## src/rtl/gpio_irq_pkg.sv

```systemverilog
package gpio_irq_pkg;
  localparam int CTRL_BITS = 3;

  typedef struct packed {
    logic clr_on_rd;
    logic pend_dis;
    logic excl_en;
  } ctrl_t;
endpackage

```

## src/rtl/gpio_edge_detect.sv

```systemverilog
module gpio_edge_detect #(
  parameter int NPINS = 18
) (
  input  logic               clk,
  input  logic               rst,
  input  logic [NPINS-1:0]   pin_in,
  input  logic [2*NPINS-1:0] cfg_we,
  input  logic [2*NPINS-1:0] cfg_wd,
  output logic [2*NPINS-1:0] cfg,
  output logic [NPINS-1:0]   ev
);
  logic armed_q;

  always_ff @(posedge clk) begin
    if (rst) armed_q <= 1'b0;
    else     armed_q <= 1'b1;
  end

  genvar p;
  generate
    for (p = 0; p < NPINS; p++) begin : g_pin
      logic prev_q;
      logic [1:0] sel_q;   // [0] falling, [1] rising

      always_ff @(posedge clk) begin
        if (rst) begin
          prev_q <= 1'b0;
          sel_q  <= 2'b00;
        end else begin
          prev_q <= pin_in[p];
          if (cfg_we[2*p])   sel_q[0] <= cfg_wd[2*p];
          if (cfg_we[2*p+1]) sel_q[1] <= cfg_wd[2*p+1];
        end
      end

      assign ev[p] = armed_q &
                     ((sel_q[0] &  prev_q & ~pin_in[p]) |
                      (sel_q[1] & ~prev_q &  pin_in[p]));
      assign cfg[2*p]   = sel_q[0];
      assign cfg[2*p+1] = sel_q[1];


      edge_needs_change_chk: assert property (@(posedge clk) disable iff (rst)
        ev[p] |-> (pin_in[p] != $past(pin_in[p])));
    end
  endgenerate
endmodule

```

## src/rtl/gpio_irq_status.sv

```systemverilog
module gpio_irq_status #(
  parameter int NPINS = 18
) (
  input  logic             clk,
  input  logic             rst,
  input  logic [NPINS-1:0] ev,
  input  logic [NPINS-1:0] clr,
  input  logic [NPINS-1:0] mask_we,
  input  logic [NPINS-1:0] mask_wd,
  input  logic             pend_dis,
  output logic [NPINS-1:0] status,
  output logic [NPINS-1:0] mask,
  output logic             irq
);
  logic [NPINS-1:0] latch_en;
  logic [NPINS-1:0] setv;

  assign latch_en = ~({NPINS{pend_dis}} & mask);
  assign setv     = ev & latch_en;

  always_ff @(posedge clk) begin
    if (rst) begin
      status <= '0;
      mask   <= '1;
      irq    <= 1'b0;
    end else begin
      status <= (status & ~clr) | setv;
      mask   <= (mask & ~mask_we) | (mask_wd & mask_we);
      irq    <= |(status & ~mask);
    end
  end

  // a qualified edge is latched even against a clear
  edge_latched_chk: assert property (@(posedge clk) disable iff (rst)
    (setv != '0) |=> ((status & $past(setv)) == $past(setv)));

  // no status bit rises without an edge
  no_spurious_set_chk: assert property (@(posedge clk) disable iff (rst)
    1'b1 |=> ((status & ~$past(status) & ~$past(ev)) == '0));


  pend_dis_block_chk: assert property (@(posedge clk) disable iff (rst)
    pend_dis |=> ((status & ~$past(status) & $past(mask)) == '0));


  irq_source_chk: assert property (@(posedge clk) disable iff (rst)
    irq |-> ($past(status & ~mask) != '0));
endmodule

```

## src/rtl/gpio_edge_irq_ctrl.sv

```systemverilog
module gpio_edge_irq_ctrl
  import gpio_irq_pkg::*;
#(
  parameter int NPINS     = 18,
  parameter int ADDR_W    = 5,
  parameter int EDGE_BASE = 0,
  parameter int STAT_BASE = 8,
  parameter int MASK_BASE = 12,
  parameter int CTRL_ADDR = 16
) (
  input  logic             clk,
  input  logic             rst,
  input  logic [NPINS-1:0] pin_in,
  input  logic [ADDR_W-1:0] bus_addr,
  input  logic             bus_wr,
  input  logic             bus_rd,
  input  logic [7:0]       bus_wdata,
  output logic [7:0]       bus_rdata,
  output logic             irq
);
  localparam int EDGE_BANKS = (2*NPINS + 7) / 8;
  localparam int BYTE_BANKS = (NPINS + 7) / 8;
  localparam int TOP_USED   = NPINS - 8*(BYTE_BANKS-1);
  localparam logic [7:0] TOP_PAD = 8'(16'h00FF << TOP_USED);

  ctrl_t            ctrl_q;
  logic [2*NPINS-1:0] cfg, cfg_we, cfg_wd;
  logic [NPINS-1:0] ev, clr, mask_we, mask_wd, status, mask;
  logic [7:0]       rd_mux;

  always_comb begin
    clr = '0; mask_we = '0; mask_wd = '0;
    cfg_we = '0; cfg_wd = '0;
    rd_mux = 8'h00;
    for (int b = 0; b < BYTE_BANKS; b++) begin
      for (int i = 0; i < 8; i++) begin
        if (8*b + i < NPINS) begin
          if (bus_addr == ADDR_W'(STAT_BASE + b)) begin
            if (bus_wr && bus_wdata[i]) clr[8*b+i] = 1'b1;
            if (bus_rd && ctrl_q.clr_on_rd) clr[8*b+i] = 1'b1;
            rd_mux[i] = status[8*b+i];
          end
          if (bus_addr == ADDR_W'(MASK_BASE + b)) begin
            mask_we[8*b+i] = bus_wr;
            mask_wd[8*b+i] = bus_wdata[i];
            rd_mux[i] = mask[8*b+i];
          end
        end
      end
    end
    for (int b = 0; b < EDGE_BANKS; b++) begin
      for (int i = 0; i < 8; i++) begin
        if (8*b + i < 2*NPINS) begin
          if (bus_addr == ADDR_W'(EDGE_BASE + b)) begin
            cfg_we[8*b+i] = bus_wr;
            cfg_wd[8*b+i] = bus_wdata[i];
            rd_mux[i] = cfg[8*b+i];
          end
        end
      end
    end
    if (bus_addr == ADDR_W'(CTRL_ADDR)) rd_mux = {{(8-CTRL_BITS){1'b0}}, ctrl_q};
  end

  always_ff @(posedge clk) begin
    if (rst) begin
      ctrl_q    <= '0;
      bus_rdata <= 8'h00;
    end else begin
      if (bus_wr && bus_addr == ADDR_W'(CTRL_ADDR)) ctrl_q <= ctrl_t'(bus_wdata[CTRL_BITS-1:0]);
      if (bus_rd) bus_rdata <= rd_mux;
    end
  end

  gpio_edge_detect #(.NPINS(NPINS)) u_edge (
    .clk(clk), .rst(rst), .pin_in(pin_in),
    .cfg_we(cfg_we), .cfg_wd(cfg_wd), .cfg(cfg), .ev(ev)
  );

  gpio_irq_status #(.NPINS(NPINS)) u_stat (
    .clk(clk), .rst(rst), .ev(ev), .clr(clr),
    .mask_we(mask_we), .mask_wd(mask_wd), .pend_dis(ctrl_q.pend_dis),
    .status(status), .mask(mask), .irq(irq)
  );


  top_pad_zero_chk: assert property (@(posedge clk) disable iff (rst)
    (bus_rd && (bus_addr == ADDR_W'(STAT_BASE + BYTE_BANKS - 1) ||
                bus_addr == ADDR_W'(MASK_BASE + BYTE_BANKS - 1)))
    |=> ((bus_rdata & TOP_PAD) == 8'h00));


  rdata_hold_chk: assert property (@(posedge clk) disable iff (rst)
    !bus_rd |=> $stable(bus_rdata));
endmodule

```

## config.mk

```make
export PLATFORM = sky130hd
export DESIGN_NAME = gpio_edge_irq_ctrl
export DESIGN_NICKNAME = d
export VERILOG_FILES = /design/src/rtl/gpio_irq_pkg.sv /design/src/rtl/gpio_edge_detect.sv /design/src/rtl/gpio_irq_status.sv /design/src/rtl/gpio_edge_irq_ctrl.sv
export SDC_FILE = /design/constraint.sdc
export NUM_CORES = 1
export LEC_CHECK = 0
export BUFFER_PORTS_ARGS = -buffer_cell sky130_fd_sc_hd__buf_2
export CAP_MARGIN = 25
export CORE_MARGIN = 5
export CORE_UTILIZATION = 50
export CTS_CLUSTER_DIAMETER = 80
export DETAILED_ROUTE_END_ITERATION = 16
export PLACE_DENSITY = 0.81
export SLEW_MARGIN = 15
export SYNTH_ARGS = -nofsm -noshare
export SYNTH_HDL_FRONTEND = slang
export SYNTH_SLANG_ARGS = --single-unit
export TNS_END_PERCENT = 10
```

## constraint.sdc

```tcl
create_clock -name clk -period 1.99 [get_ports clk]
set_input_delay 0.398 -clock clk [delete_from_list [all_inputs] [get_ports clk]]
set_output_delay 0.398 -clock clk [all_outputs]
set_load 0.05 [all_outputs]
```

== After elaboration in Yosys (flattened, before gate mapping) ==
Index checks and enable logic that the tools add are counted.
W data, S select, Z words.

* Bitwise operators: 156
* Reduce and logical (&&, ||, !) cells: 12
* Equality and inequality tests: 11
* Mux-type cells: 170

{| class="wikitable"
|+ Operators with widths
! cell !! count
|-
| $mux W1 || 169
|-
| $and A18 B18 Y18 || 6
|-
| $and A1 B1 Y1 || 90
|-
| $not A18 Y18 || 4
|-
| $not A1 Y1 || 36
|-
| $or A18 B18 Y18 || 2
|-
| $eq A5 B4 Y1 const B || 6
|-
| $or A1 B1 Y1 || 18
|-
| $reduce_or A18 Y1 || 1
|-
| $eq A5 B2 Y1 const B || 2
|-
| $logic_and A1 B1 Y1 || 10
|-
| $mux W8 || 1
|-
| $eq A5 B1 Y1 const B || 1
|-
| $eq A5 B3 Y1 const B || 1
|-
| $eq A5 B5 Y1 const B || 1
|-
| $logic_not A5 Y1 || 1
|}

* Input bits: 35
* Output and inout bits: 9
* Bits in registers: 103

== Depth between registers and ports, before layout ==
Gate-level depths: netlist (run 1).

* Word-level depth: 13
* Depth in mapped cells: 8
* Gate-level depth less buffers: 5

== Modules after synthesis ==
Synthesis (run 1) repeated with hierarchy kept, for this count alone.

* Cells, all modules: 674
* Area, all modules: 5655.4 µm²

{| class="wikitable"
|+ By module, submodules not included
! module !! seq. area each (µm²) !! instances !! area an instance (µm²) !! cells an instance
|-
| gpio_edge_detect || 1101.1 || 1 || 2177.1 || 210
|-
| gpio_edge_irq_ctrl || 220.2 || 1 || 1994.4 || 295
|-
| gpio_irq_status || 740.7 || 1 || 1483.9 || 169
|}

== Least setup slack after synthesis (run 1) ==
No wires, ideal clock.

* Path type: input port to flip-flop
* Start: input port bus_addr[4]
* End: register u_edge.g_pin[0].sel_q[0]
* Setup time: 0.128 ns
* Setup slack: 0.188 ns
* Arrival: 1.675 ns
* Stages: 6
* Cells stage by stage: buf_6 or3_4 buf_6 nor3_4 mux2i_1 nor2_1

* Longest elaborated chain between the ends: 2
* Elaborated cells on any way between the ends: 3

{| class="wikitable"
|+ RTL lines
! item !! RTL line !! source
|-
| from (decl) || gpio_edge_irq_ctrl.sv:14 || <nowiki>input logic [ADDR_W-1:0] bus_addr,</nowiki>
|-
| $logic_not A5 Y1 (*) || gpio_edge_irq_ctrl.sv:54 || <nowiki>if (bus_addr == ADDR_W'(EDGE_BASE + b)) begin</nowiki>
|-
| $mux W1 || gpio_edge_irq_ctrl.sv:54 ||
|-
| to (signal assigned) || gpio_edge_detect.sv:31 || <nowiki>if (cfg_we[2*p]) sel_q[0] <= cfg_wd[2*p];</nowiki>
|-
| to (decl) || gpio_edge_detect.sv:23 || <nowiki>logic [1:0] sel_q;</nowiki>
|}

Every way passes the cells marked *; elsewhere a longest branch is shown, timed or not.
A chain may end at the register's enable or synchronous reset.

== Final worst setup path (run 1) ==
* Start: register u_edge.g_pin[16].sel_q[1]
* End: register bus_rdata[1]

* Longest elaborated chain between the ends: 2

{| class="wikitable"
|+ RTL lines
! item !! RTL line !! source
|-
| from (decl) || gpio_edge_detect.sv:23 ||
|-
| from (signal assigned) || gpio_edge_detect.sv:32 || <nowiki>if (cfg_we[2*p+1]) sel_q[1] <= cfg_wd[2*p+1];</nowiki>
|-
| $mux W1 || gpio_edge_irq_ctrl.sv:54 ||
|-
| $mux W8 || gpio_edge_irq_ctrl.sv:62 || <nowiki>if (bus_addr == ADDR_W'(CTRL_ADDR)) rd_mux = {{(8-CTRL_BITS){1'b0}}, ctrl_q};</nowiki>
|-
| to (signal assigned) || gpio_edge_irq_ctrl.sv:71 || <nowiki>if (bus_rd) bus_rdata <= rd_mux;</nowiki>
|-
| to (decl) || gpio_edge_irq_ctrl.sv:18 || <nowiki>output logic [7:0] bus_rdata,</nowiki>
|}

No other way between the ends.

==> impl_metrics.csv, run 1 <==
group,metric,value,unit
power,cellPowerDensity,648,nW/um2
power,p_int,2900,uW
timing,min_period_over_period,87.4,%
timing,skew,10.8,ps
synth,synth.area.top_cells,"dfxtp_1 39%, mux2i_1 7.6%, nand2_1 6.3%",
min_path,min-delay-start,"pin_in[14]",
clock_tree,htreeDepth,3,
power,switching_share,27.3,%
floorplan,die_x,113,um
global_routing,grtUsageTotal,29.4,%
drt,post_drt_wl_per_cell,21.6,um
power,p_leak,0.00225,uW
floorplan,io_pins,44,
drt,drc_errors,0,
timing,worst_slew_pin_slew,634,ps
clock_tree,clock_latency,380,ps
floorplan,start_util,51.1,%
floorplan,rows,37,
clock_tree,clkSinkCount,103,
clock_tree,cts_tree,"done",
global_routing,grt_overflow,0,
power,ir_worst_vdd,0.428,mV
min_path,worstHoldEndpoint,"u_edge.g_pin[14].prev_q$_SDFF_PP0_",
synth,ys.flop_type,"dfxtp_1",
place,hpwl,14300,um
clock_tree,cts_hold_buf,0,
place,finalWeightedCongestion,1.00,
power,switchingPower,1090,uW
power,pwr-share-comb,12.4,%
place,placed_area,5970,um2
global_routing,antenna_found_initial,1,
synth,netlist_top_cells_count,"103 x dfxtp_1, 88 x nand2_1, 54 x a21oi_1, 42 x o21ai_0, 41 x nor2_1",
power,power,4000,uW
drt,final_antenna_net_count,0,
synth,yosysTopAreaCell,"dfxtp_1",
floorplan,dieArea,12700,um2
synth,yosysTopAreaCellShare,39.1,%
global_routing,grt_pass1_wl,28700,um
global_routing,grt_pass1_vias,5079,
final_layout,final_area,6170,um2
final_layout,n_fill_cell,957,
synth,synth-edff-count,0,
clock_tree,cts-buffers-inserted,9,
synth,syn-num-nets,685,
flow_run,drv_cap,0,
synth,synth_seq_cells,103,
final_layout,fin_nets,754,
timing,report.final.slew_viol_count,0,
final_layout,drive_gt1_share,19.1,%
synth,ys_types,69,
status,status,"finished clean",
synth,synthCells,650,
synth,async_flop_share,0,%
final_layout,areaGrowthSynthToFinish,16.9,%
worst_setup_path,worst_ep_required_time,2280,ps
floorplan,core-area,10300,um2
clock_tree,post_cts_buffers,0,
timing,grt_setup_unrepaired,"no",
worst_setup_path,critPathLaunchType,"flop",
drt,totalWireLength,18600,um
power,seqPwrFrac,53.2,%
worst_setup_path,criticalPathCategory,"flop to flop",
worst_setup_path,crit_path_end_kind,"flop",
worst_setup_path,crit_arrival,2020,ps
clock_tree,cts_root_buffer,"clkbuf_8",
synth,ys.warnings.count,0,
place,port_buffers,43,
drt,drt-vias-per-instance,6.06,
timing,relSlewSlack,57.3,%
final_layout,diodes,0,
min_path,hold_class,"input pin to flop",
timing,hold_viol,0,
global_routing,grt_max_degree,38,
floorplan,die_h,113,um
synth,yosysSeqAreaShare,39.1,%
synth,syn_area_per_cell,8.12,um2
min_path,min_path_cells,2,
timing,fin_crit,1740,ps
final_layout,fin_util,59.8,%
timing,holdWs,247,ps
drt,vias,5214,
drt,drt_iter0_drc,530,
synth,yosysMostFrequentCell,"dfxtp_1",
worst_setup_path,r2r_end,"bus_rdata[1]$_SDFFE_PP0P_",
worst_setup_path,reg2regPathDepth,5,
power,clkPwrFrac,34.3,%
timing,fmax,575,MHz
clock_tree,cts-resized-gates,0,
timing,setup_viol,0,
worst_setup_path,ff2ff_setup_slack,250,ps
clock_tree,clk_pin_slew_worst_paths,100,ps
clock_tree,cts_buffer_depth,2,
drt,dr.pass1.iters,5,
worst_setup_path,cp_max_fo,3,
worst_setup_path,cp-startpoint,"u_edge.g_pin[16].sel_q[1]$_SDFFE_PP0P_",
synth,syn_area,5280,um2
worst_setup_path,reg2reg_from,"u_edge.g_pin[16].sel_q[1]$_SDFFE_PP0P_",
cells by family (layout without fill, tap and decap cells):
group	Yosys count	in the layout	share of synthesized area, %
AND/OR/NAND/NOR	269	269	27.0
AO/OA/AOI/OAI	166	166	19.7
flip-flops	103	103	39.1
buffers and inverters	70	144	6.21
multiplexers	42	42	8.02
per-stage QoR:
stage               instances  setup WS, ps  TNS (ps)
detailed placement        844         -26.8     -26.8
global placement          844          35.4         0
global route              860           158         0
CTS                       860           254         0
finish                    860           251         0
floorplan                 650           188         0
cell usage in the layout (no fill, tap or decap), types with 9 or more instances in the layout:
master,instances
nand3b_1,20
inv_1,22
o211ai_1,9
clkbuf_8,10
nor2b_1,26
a21oi_1,54
nand3_1,37
buf_4,54
dfxtp_1,103
nor2_1,41
mux2i_1,40
nand2_1,88
buf_2,43
o21ai_0,42
nand2b_1,9
worst max-delay path, cell delays in order, from the launching register on:
cell and delay (ps):
dfxtp_1 350, or3b_1 410, a2111oi_2 420, or4_1 180, a311oi_1 90, a31o_1 200
power by group through the flow:
stage,Clock (uW),Sequential [uW],Combinational [uW]
detailed placement,0,2170,488
global route,1470,2130,531
finish,1370,2130,497
CTS,1380,2130,489
floorplan,0,2190,254
global placement,0,2170,485
cell type report:
class	count	area, um2	area share [%]
multi-input combinational	477	2890	46.8
sequential	103	2060	33.4
timing repair buffer	104	761	12.3
tap	136	170	2.76
clock buffer	11	141	2.29
inverter	24	90.1	1.46
clock inverter	5	57.6	0.933
worst max-delay path by stage:
stage	cells past startpoint	slack [ps]	to
6_report	5	250	bus_rdata[1]$_SDFFE_PP0P_
5_1_grt	5	160	u_stat.irq$_SDFF_PP0_
4_1_cts	5	250	bus_rdata[1]$_SDFFE_PP0P_
3_5_place_dp	6	-30	bus_rdata[1]$_SDFFE_PP0P_
3_3_place_gp	8	40	bus_rdata[3]$_SDFFE_PP0P_
2_1_floorplan	6	190	u_edge.g_pin[0].sel_q[0]$_SDFFE_PP0P_
per-layer routing:
layer	vias to the layer above	track usage, %	part of all wire (%)
met5	-	0	0.070
met4	2	8.81	2.3
met3	28	3.85	7.6
met2	244	48.0	46
met1	2487	40.7	44
li1	2453	-	-
Power figures use the tool's default switching activity.
==> run 2: changes to the inputs <==
Settings changed: RECOVER_POWER set to 50.
==> impl_metrics.csv, run 2 (same netlist as run 1, synthesis figures left out) <==
group,metric,value,unit
drt,totalWireLength,18600,um
final_layout,fin_util,59.2,%
global_routing,grt_max_degree,38,
min_path,min-delay-start,"pin_in[14]",
min_path,min_path_cells,2,
final_layout,fin_nets,754,
worst_setup_path,crit_end,"u_edge.g_pin[3].prev_q$_SDFF_PP0_",
timing,hold_viol,0,
place,place_ws,-26.8,ps
timing,worst_slew_pin_slew,987,ps
final_layout,final_common_cell,"dfxtp_1",
timing,skew,10.6,ps
worst_setup_path,slowest_stage,"clkbuf_2",
timing,fin_crit,1810,ps
worst_setup_path,crit_chain,"clkbuf_1 -> clkbuf_2 -> nor2b_1",
final_layout,diodes,0,
drt,vias,5234,
final_layout,areaGrowthSynthToFinish,15.9,%
clock_tree,cts_root_buffer,"clkbuf_8",
drt,final_antenna_net_count,0,
drt,dr.pass1.iters,5,
clock_tree,clock_latency,380,ps
floorplan,die_h,113,um
floorplan,io_pins,44,
final_layout,final_area,6110,um2
timing,holdWs,254,ps
status,status,"finished clean",
power,ir_worst_vdd,0.421,mV
final_layout,drive_gt1_share,17.3,%
worst_setup_path,path_delay_family,"buffers and inverters",
global_routing,grtUsageTotal,29.4,%
worst_setup_path,reg2reg_from,"u_edge.g_pin[16].sel_q[1]$_SDFFE_PP0P_",
worst_setup_path,crit_path_end_kind,"flop",
place,finalWeightedCongestion,1.00,
timing,setup_tns,0,ps
timing,fmax,553,MHz
worst_setup_path,reg2regPathDepth,5,
worst_setup_path,critPathLaunchType,"input pin",
timing,min_period_over_period,90.9,%
clock_tree,cts_buffer_depth,2,
drt,drt-vias-per-instance,6.09,
timing,grt_setup_unrepaired,"no",
worst_setup_path,ff2ff_setup_slack,230,ps
place,placed_area,5970,um2
global_routing,grt_overflow,0,
clock_tree,cts_hold_buf,0,
worst_setup_path,crit_cells,3,
floorplan,core-area,10300,um2
drt,drc_errors,0,
clock_tree,cts-resized-gates,0,
clock_tree,clkSinkCount,103,
flow_run,drv_cap,0,
timing,relSlewSlack,34.2,%
clock_tree,htreeDepth,3,
timing,report.final.slew_viol_count,0,
final_layout,final_cell_mix,"103 x dfxtp_1, 88 x nand2_1, 54 x a21oi_1",
clock_tree,cts_tree,"done",
global_routing,grt_pass1_wl,28700,um
timing,setup_viol,0,
worst_setup_path,cp-startpoint,"rst",
timing,finalWorstSetupSlack,181,ps
place,hpwl,14300,um
worst_setup_path,timing.critical_path.buf_inv,2,
floorplan,start_util,51.1,%
global_routing,antenna_found_initial,1,
worst_setup_path,crit_arrival,2040,ps
floorplan,rows,37,
clock_tree,post_cts_buffers,0,
clock_tree,cts-buffers-inserted,9,
worst_setup_path,cp_max_fo,37,
worst_setup_path,r2r_end,"bus_rdata[1]$_SDFFE_PP0P_",
place,port_buffers,43,
worst_setup_path,cp_slowest_stage_delay,770,ps
worst_setup_path,criticalPathCategory,"input pin to flop",
power,cellPowerDensity,649,nW/um2
clock_tree,clk_pin_slew_worst_paths,100,ps
global_routing,grt_pass1_vias,5079,
drt,drt_iter0_drc,534,
floorplan,die_x,113,um
final_layout,n_fill_cell,970,
min_path,hold_class,"input pin to flop",
power,p_leak,0.00218,uW
floorplan,dieArea,12700,um2
worst_setup_path,worst_ep_required_time,2220,ps
drt,post_drt_wl_per_cell,21.6,um
[run 2: worst min-delay path by stage]
stage                                                    end
after floorplan                       ctrl_q[0]$_SDFFE_PP0P_
after global placement                ctrl_q[0]$_SDFFE_PP0P_
after detailed placement              ctrl_q[0]$_SDFFE_PP0P_
after CTS                 u_edge.g_pin[14].prev_q$_SDFF_PP0_
after global routing      u_edge.g_pin[16].prev_q$_SDFF_PP0_
final                     u_edge.g_pin[14].prev_q$_SDFF_PP0_
[run 2: layout make-up]
class | instances | area [um2] | area share [%]
inverter | 24 | 90.1 | 1.47
sequential | 103 | 2060 | 33.7
clock inverter | 5 | 57.6 | 0.941
timing repair buffer | 104 | 707 | 11.6
tap | 136 | 170 | 2.78
clock buffer | 11 | 141 | 2.31
multi-input combinational | 477 | 2890 | 47.2
[run 2: per-stage QoR]
stage | cells | power, uW
finish | 860 | 3970
global route | 860 | 4120
CTS | 860 | 3990
detailed placement | 844 | 2660
global placement | 844 | 2660
floorplan | 650 | 2440
[run 2: report_power, final]
part	switching, uW	internal [uW]	total, uW
combinational	308	178	486
clock	736	618	1350
sequential	29.6	2100	2130
total	1070	2890	3970
[run 2: routing by layer]
| layer | vias up | share of wire (%) | routed length [um] | GRT usage (%) |
|---|---|---|---|---|
| met5 | - | 0.070 | 13 | 0 |
| met4 | 2 | 2.4 | 452 | 8.81 |
| met3 | 33 | 6.6 | 1230 | 3.85 |
| met2 | 216 | 46 | 8620 | 48.0 |
| met1 | 2533 | 45 | 8270 | 40.7 |
| li1 | 2450 | - | - | - |
